[src/rtl/pwm_tmr_pkg.sv]
// Package: shared widths and encodings for the dual-compare PWM timer.
// Assumes: the coarse register is narrower than the counter.
package pwm_tmr_pkg;
    localparam int CNT_W_DEF = 16;
    localparam int PER_W_DEF = 8;

    typedef enum logic [1:0] {
        MODE_OFF_A = 2'b00,
        MODE_OFF_B = 2'b01,
        MODE_PWM   = 2'b10,
        MODE_TIMER = 2'b11
    } tmr_mode_e;

    localparam logic [1:0] OUTSEL_PWM = 2'b10;
endpackage

[src/rtl/pwm_cfg_regs.sv]
// Module: pwm_cfg_regs
// Holds the coarse and fine registers. Decodes them into candidate period and
// duty values for the next period, according to the role-swap, mode and
// clear-select inputs.
// Assumes: values are VW = CNT_W+1 bits wide, so that 65536 can be represented.
module pwm_cfg_regs #(
    parameter int CNT_W = pwm_tmr_pkg::CNT_W_DEF,
    parameter int PER_W = pwm_tmr_pkg::PER_W_DEF
) (
    input  logic             clk,
    input  logic             rst_n,
    input  logic             coarse_we,
    input  logic [PER_W-1:0] coarse_wdata,
    input  logic             fine_we,
    input  logic [CNT_W-1:0] fine_wdata,
    input  logic [1:0]       mode,
    input  logic             role_swap,
    input  logic             clr_sel,
    output logic [CNT_W:0]   nxt_period,
    output logic [CNT_W:0]   nxt_duty
);
    import pwm_tmr_pkg::*;

    localparam int VW = CNT_W + 1;
    localparam int SH = CNT_W - PER_W;
    localparam logic [VW-1:0] FULL = {1'b1, {CNT_W{1'b0}}};

    logic [PER_W-1:0] coarse_q;
    logic [CNT_W-1:0] fine_q;
    logic [VW-1:0]    coarse_val;
    logic [VW-1:0]    fine_as_per;

    // Register write ports.
    always_ff @(posedge clk) begin
        if (!rst_n) begin
            coarse_q <= '0;
            fine_q   <= '0;
        end else begin
            if (coarse_we) coarse_q <= coarse_wdata;
            if (fine_we)   fine_q   <= fine_wdata;
        end
    end

    // Scale the registers into tick counts; zero stands for the full range.
    always_comb begin
        coarse_val  = (coarse_q == '0) ? FULL : VW'({coarse_q, {SH{1'b0}}});
        fine_as_per = (fine_q == '0) ? FULL : VW'(fine_q);
    end

    // Select the period and duty roles; timer mode may ignore the period.
    always_comb begin
        if (mode == MODE_TIMER && !clr_sel)
            nxt_period = FULL;
        else if (role_swap)
            nxt_period = fine_as_per;
        else
            nxt_period = coarse_val;
        nxt_duty = role_swap ? coarse_val : VW'(fine_q);
    end

    assert_period_nonzero_R4: assert property (@(posedge clk) disable iff (!rst_n)
        nxt_period != '0);
    assert_period_bounded_R3: assert property (@(posedge clk) disable iff (!rst_n)
        nxt_period <= FULL);
endmodule

[src/rtl/pwm_count_core.sv]
// Module: pwm_count_core
// The up-counter with its shadow period and duty values, and the two match
// pulses. Shadows follow the candidates while the timer is stopped and load
// them again at each wrap.
// Assumes: nxt_period is never 0.
module pwm_count_core #(
    parameter int CNT_W = pwm_tmr_pkg::CNT_W_DEF
) (
    input  logic             clk,
    input  logic             rst_n,
    input  logic             tick,
    input  logic             running,
    input  logic [CNT_W:0]   nxt_period,
    input  logic [CNT_W:0]   nxt_duty,
    output logic [CNT_W-1:0] cnt,
    output logic [CNT_W:0]   act_duty,
    output logic             period_hit,
    output logic             duty_hit
);
    localparam int VW = CNT_W + 1;
    localparam logic [VW-1:0] FULL = {1'b1, {CNT_W{1'b0}}};

    logic [VW-1:0]    act_per;
    logic [CNT_W-1:0] cnt_inc;
    logic             wrap;

    // Next count and the wrap condition.
    always_comb begin
        cnt_inc = cnt + 1'b1;
        wrap    = running && tick && ({1'b0, cnt} == act_per - VW'(1));
    end

    // Counter, shadow registers and match pulses.
    always_ff @(posedge clk) begin
        if (!rst_n) begin
            cnt        <= '0;
            act_per    <= FULL;
            act_duty   <= FULL;
            period_hit <= 1'b0;
            duty_hit   <= 1'b0;
        end else if (!running) begin
            cnt        <= '0;
            act_per    <= nxt_period;
            act_duty   <= nxt_duty;
            period_hit <= 1'b0;
            duty_hit   <= 1'b0;
        end else if (tick) begin
            if (wrap) begin
                cnt        <= '0;
                act_per    <= nxt_period;
                act_duty   <= nxt_duty;
                period_hit <= 1'b1;
                duty_hit   <= (nxt_duty == '0);
            end else begin
                cnt        <= cnt_inc;
                period_hit <= 1'b0;
                duty_hit   <= ({1'b0, cnt_inc} == act_duty);
            end
        end else begin
            period_hit <= 1'b0;
            duty_hit   <= 1'b0;
        end
    end

    assert_cnt_in_range_R2: assert property (@(posedge clk) disable iff (!rst_n)
        {1'b0, cnt} < act_per);
    assert_idle_clear_R10: assert property (@(posedge clk) disable iff (!rst_n)
        !running |=> (cnt == '0 && !period_hit && !duty_hit));
    assert_wrap_to_zero_R8: assert property (@(posedge clk) disable iff (!rst_n)
        period_hit |-> cnt == '0);
    assert_hold_without_tick_R12: assert property (@(posedge clk) disable iff (!rst_n)
        (running && !tick) |=> ($stable(cnt) && !period_hit && !duty_hit));
    assert_shadow_hold_R7: assert property (@(posedge clk) disable iff (!rst_n)
        (running && !wrap) |=> ($stable(act_per) && $stable(act_duty)));
    assert_duty_hit_value_R9: assert property (@(posedge clk) disable iff (!rst_n)
        duty_hit |-> ({1'b0, cnt} == act_duty));
endmodule

[src/rtl/pwm_out_stage.sv]
// Module: pwm_out_stage
// Forms the output-enable from the mode fields and the edge-aligned waveform
// from the count and the shadow duty.
// Assumes: cnt and act_duty come from registers, so the compare is the only
// logic in the path to the output.
module pwm_out_stage #(
    parameter int CNT_W = pwm_tmr_pkg::CNT_W_DEF
) (
    input  logic             clk,
    input  logic             rst_n,
    input  logic [1:0]       mode,
    input  logic [1:0]       out_sel,
    input  logic             run_en,
    input  logic [CNT_W-1:0] cnt,
    input  logic [CNT_W:0]   act_duty,
    output logic             pwm_out,
    output logic             tmr_oe
);
    import pwm_tmr_pkg::*;

    // The pin is driven only in PWM mode with the output field set for PWM.
    always_comb begin
        tmr_oe  = (mode == MODE_PWM) && (out_sel == OUTSEL_PWM);
        pwm_out = tmr_oe && run_en && ({1'b0, cnt} < act_duty);
    end

    assert_released_low_R1: assert property (@(posedge clk) disable iff (!rst_n)
        !tmr_oe |-> !pwm_out);
    assert_stopped_low_R10: assert property (@(posedge clk) disable iff (!rst_n)
        !run_en |-> !pwm_out);
    assert_period_start_high_R6: assert property (@(posedge clk) disable iff (!rst_n)
        (pwm_out && cnt != '0) |-> act_duty != '0);
endmodule

[src/rtl/pwm_dual_timer.sv]
// Module: pwm_dual_timer (top)
// A 16-bit dual-compare timer that produces an edge-aligned PWM output or runs
// as a plain timer with match pulses.
// Assumes: tick is a single-cycle enable synchronous to clk.
module pwm_dual_timer #(
    parameter int CNT_W = pwm_tmr_pkg::CNT_W_DEF,
    parameter int PER_W = pwm_tmr_pkg::PER_W_DEF
) (
    input  logic             clk,
    input  logic             rst_n,
    input  logic             tick,
    input  logic             run_en,
    input  logic             coarse_we,
    input  logic [PER_W-1:0] coarse_wdata,
    input  logic             fine_we,
    input  logic [CNT_W-1:0] fine_wdata,
    input  logic [1:0]       mode,
    input  logic [1:0]       out_sel,
    input  logic             role_swap,
    input  logic             clr_sel,
    output logic             pwm_out,
    output logic             tmr_oe,
    output logic             period_hit,
    output logic             duty_hit
);
    logic [CNT_W:0]   nxt_period;
    logic [CNT_W:0]   nxt_duty;
    logic [CNT_W:0]   act_duty;
    logic [CNT_W-1:0] cnt;
    logic             running;

    // The counter runs only in the PWM and timer modes while run_en is set.
    always_comb running = run_en && mode[1];

    pwm_cfg_regs #(.CNT_W(CNT_W), .PER_W(PER_W)) u_cfg (
        .clk(clk), .rst_n(rst_n),
        .coarse_we(coarse_we), .coarse_wdata(coarse_wdata),
        .fine_we(fine_we), .fine_wdata(fine_wdata),
        .mode(mode), .role_swap(role_swap), .clr_sel(clr_sel),
        .nxt_period(nxt_period), .nxt_duty(nxt_duty)
    );

    pwm_count_core #(.CNT_W(CNT_W)) u_core (
        .clk(clk), .rst_n(rst_n), .tick(tick), .running(running),
        .nxt_period(nxt_period), .nxt_duty(nxt_duty),
        .cnt(cnt), .act_duty(act_duty),
        .period_hit(period_hit), .duty_hit(duty_hit)
    );

    pwm_out_stage #(.CNT_W(CNT_W)) u_out (
        .clk(clk), .rst_n(rst_n), .mode(mode), .out_sel(out_sel),
        .run_en(run_en), .cnt(cnt), .act_duty(act_duty),
        .pwm_out(pwm_out), .tmr_oe(tmr_oe)
    );

    assert_flags_need_run_R10: assert property (@(posedge clk) disable iff (!rst_n)
        (period_hit || duty_hit) |-> $past(running));
endmodule

[config.mk]
export PLATFORM = sky130hd
export DESIGN_NAME = pwm_dual_timer
export DESIGN_NICKNAME = d
export VERILOG_FILES = /design/src/rtl/pwm_tmr_pkg.sv /design/src/rtl/pwm_cfg_regs.sv /design/src/rtl/pwm_count_core.sv /design/src/rtl/pwm_out_stage.sv /design/src/rtl/pwm_dual_timer.sv
export SDC_FILE = /design/constraint.sdc
export NUM_CORES = 1
export LEC_CHECK = 0
export ABC_AREA = 0
export ABC_CLOCK_PERIOD_IN_PS = 4550
export BUFFER_PORTS_ARGS = -buffer_cell sky130_fd_sc_hd__buf_4
export CAP_MARGIN = 20
export CORE_ASPECT_RATIO = 1.25
export CORE_UTILIZATION = 55
export DETAILED_ROUTE_END_ITERATION = 10
export PLACE_DENSITY = 0.8
export SLEW_MARGIN = 40
export SYNTH_ARGS = -nofsm -noshare
export SYNTH_HDL_FRONTEND = slang
export SYNTH_SLANG_ARGS = --single-unit
[constraint.sdc]
create_clock -name clk -period 4.55 [get_ports clk]
set_clock_uncertainty 0.2 [all_clocks]
set_input_delay 0.455 -clock clk [delete_from_list [all_inputs] [get_ports clk]]
set_output_delay 0.455 -clock clk [all_outputs]
set_load 0.02 [all_outputs]
==> reports/metrics.csv <==
metric;value;unit
Rel. slew slack;38.03;%
pin count of the biggest net entering global routing;38;
register area;0.001521;mm^2
ys flop type;dfxtp_1;
Worst Hold Margin;0.1354;ns
WP data arrival;3.69;ns
cell area after placement;0.004882;mm^2
routed vias/inst;6.169;
CP Launch Type;register;
fin area;0.005105;mm^2
nets;624;
vias in the first global route;3849;
EDFF count, synth;0;
Post-CTS Hold Buffers;0;
Core ar.;0.007928;mm^2
Sw Pwr;418.9;uW
Routed Antenna Nets;0;
clock buffer depth;2;
Fmax;0.2772;GHz
max_cap viols;0;
Die Height;104.1;um
Port Buffer Count;39;
final setup fails;0;
TritonCTS clock tree;yes;
clk slew on worst S/H paths;0.09;ns
pin slew with the least headroom to its limit;0.9062;ns
yosys warns;0;
CP required;4.63;ns
Leak;0.001968;uW
fill count;642;
routed wire length;11.10;mm
Async SR Flop Fraction;0;%
synthesized netlist cell count;555;
outcome;finished clean;
dpl hpwl;8.159;mm
syn_nets;609;
largest vdd supply drop;0.3012;mV
post-synthesis sequential element count;76;
flop2flop setup slack;0.94;ns
Crit. End Element;register;
P_int;1102;uW
crit share post-route;79.30;%
sequential area share after synthesis;33.19;%
layout cells sized above 1;12.00;%
gr usage total;26.20;%
setup ws final;0.9419;ns
Reg power frac;47.4;%
Rows;36;
DRC violations left;0;
Initial Util;57.83;%
final core occ;64.39;%
Syn Std Cell Area;0.004584;mm^2
area grow syn2layout;11.35;%
RSZ-0062 raised after global routing;false;
final hold violation count;0;
post-place setup slack;1.033;ns
initial drt markers;320;
Comb pwr share;14.0;%
number of antenna violations at the first check in global routing;0;
io pins;40;
min Tclk post-route;3.608;ns
power share of the clock group;38.6;%
critical path type;reg -> reg;
Net Sw Frac;27.54;%
Hold Path Class;in -> reg;
Synth cell types;56;
total number of vias;4133;
total number of H-tree levels;3;
Avg WL per Cell;16.57;um
PD cells;298.0;mW/mm^2
CTS Sinks;76;
Max Slew Vio Count;0;
Setup Buffers After CTS;0;
RD Place Congestion;0.9239;
average cell area after synthesis;8.260;um^2
clk_lat worst skew;0.35;ns
n_diodes;0;
die outline width;83.66;um
root cell of the clock tree;clkbuf_8;
PostCTS Resize Cnt;0;
final setup TNS;0;ns
Die ar.;0.008707;mm^2
worst-path fanout max;33;
GRT overflow;0;
footprint of the multi-input gates;0.002825;mm^2
CTS Buf Count;9;
Pre-Repair DR Iteration Count;5;
first-pass GRT wire length;18.55;mm
cell usage in the layout, fill, tap and decap left out, types with 3 or more instances in the layout:
cell type	count
o21ai_0	23
o311ai_0	3
nor2b_1	13
nor4b_1	4
nor2_1	49
xnor2_1	30
nand2_1	28
o21ai_1	7
nand3_1	51
and3_1	6
xor2_1	20
and4_1	5
a31oi_1	5
clkbuf_8	9
nand4_1	11
nor3_1	10
o21a_1	3
inv_1	23
ha_1	18
nand3b_1	3
nor4_1	12
a21oi_1	11
dfxtp_1	76
or4_1	3
o211ai_1	4
nand2b_1	5
buf_4	43
a211oi_1	19
o31ai_1	10
mux2i_1	33
power groups by stage:
| stage | registers (uW) | clock network (uW) | logic, uW |
|---|---|---|---|
| after floorplan | 725 | 0 | 152 |
| after global placement | 735 | 0 | 203 |
| after detailed placement | 736 | 0 | 210 |
| after CTS | 721 | 595 | 212 |
| after global routing | 725 | 625 | 233 |
| final | 721 | 587 | 212 |
synthesized netlist by cell type, types with 11 or more instances:
cell type / number / share of area [%]
dfxtp_1: 76 / 33
a21oi_1: 11 / 1.2
o21ai_0: 23 / 2.5
nand4_1: 11 / 1.5
nand2_1: 28 / 2.3
a211oi_1: 19 / 3.1
ha_1: 18 / 4.9
xnor2_1: 30 / 5.7
nor2_1: 49 / 4.0
nand3_1: 51 / 5.6
nor4_1: 12 / 1.6
inv_1: 23 / 1.9
mux2i_1: 33 / 7.2
xor2_1: 20 / 3.8
clkbuf_1: 33 / 2.7
nor2b_1: 13 / 1.8
cell type report:
class	instances	area share (%)
multi-input cells	415	55.34
flip-flops and latches	76	29.80
repair buffers	43	6.324
clock buffers	10	2.500
well taps	95	2.328
clock inverters	6	1.863
inverters	25	1.838
path summary, 6_finish.rpt:
kind | start | to | depth (start not counted)
setup / recovery | u_core.act_per[0] | u_core.act_per[6] | 11
hold / removal | coarse_wdata[7] | u_cfg.coarse_q[7] | 3
setup reg to reg | u_core.act_per[0] | u_core.act_per[6] | 11
hold reg to reg | u_cfg.fine_q[4] | u_core.act_per[4] | 2
flip-flops by register name, indices dropped and copies added, names as in the netlist:
name               cells
u_core.act_per        17
u_core.cnt            16
u_core.duty_hit        1
u_cfg.fine_q          16
u_core.period_hit      1
u_core.act_duty       17
u_cfg.coarse_q         8
critical path, stage by stage, from the launching register on:
cell and delay (ns):
dfxtp_1 0.36, inv_1 0.07, ha_1 0.23, or3b_2 0.48
nor2_1 0.20, o211ai_1 0.11, a221oi_1 0.28, o21ai_0 0.26
a31oi_4 0.71, buf_4 0.41, nand3_1 0.12, o21ai_0 0.10
per-stage QoR:
stage               total power, uW  std cells
global route                   1583        670
floorplan                     877.4        555
detailed placement            945.6        654
finish                         1521        670
global placement              937.9        654
CTS                            1527        670
metal layers:
| layer | wire (um) | vias to the layer above | global-route usage (%) |
|---|---|---|---|
| met5 | 0 | - | 0 |
| met2 | 5461 | 151 | 43.79 |
| met1 | 4516 | 1915 | 32.01 |
| li1 | - | 2025 | - |
| met4 | 525 | 0 | 13.44 |
| met3 | 599 | 42 | 4.683 |
cell families (layout without fill, tap and decap cells):
| group | count (synthesis) | count (layout) | share of synthesized area (%) |
|---|---|---|---|
| AND/OR/NAND/NOR | 214 | 214 | 25.11 |
| AO/OA/AOI/OAI | 100 | 100 | 14.52 |
| flip-flops | 76 | 76 | 33.19 |
| buffers and inverters | 64 | 84 | 5.513 |
| XOR/XNOR | 50 | 50 | 9.552 |
| multiplexers | 33 | 33 | 7.205 |
| adder cells (fa/ha/maj) | 18 | 18 | 4.913 |
No activity file was read; power rests on OpenSTA's default activity.
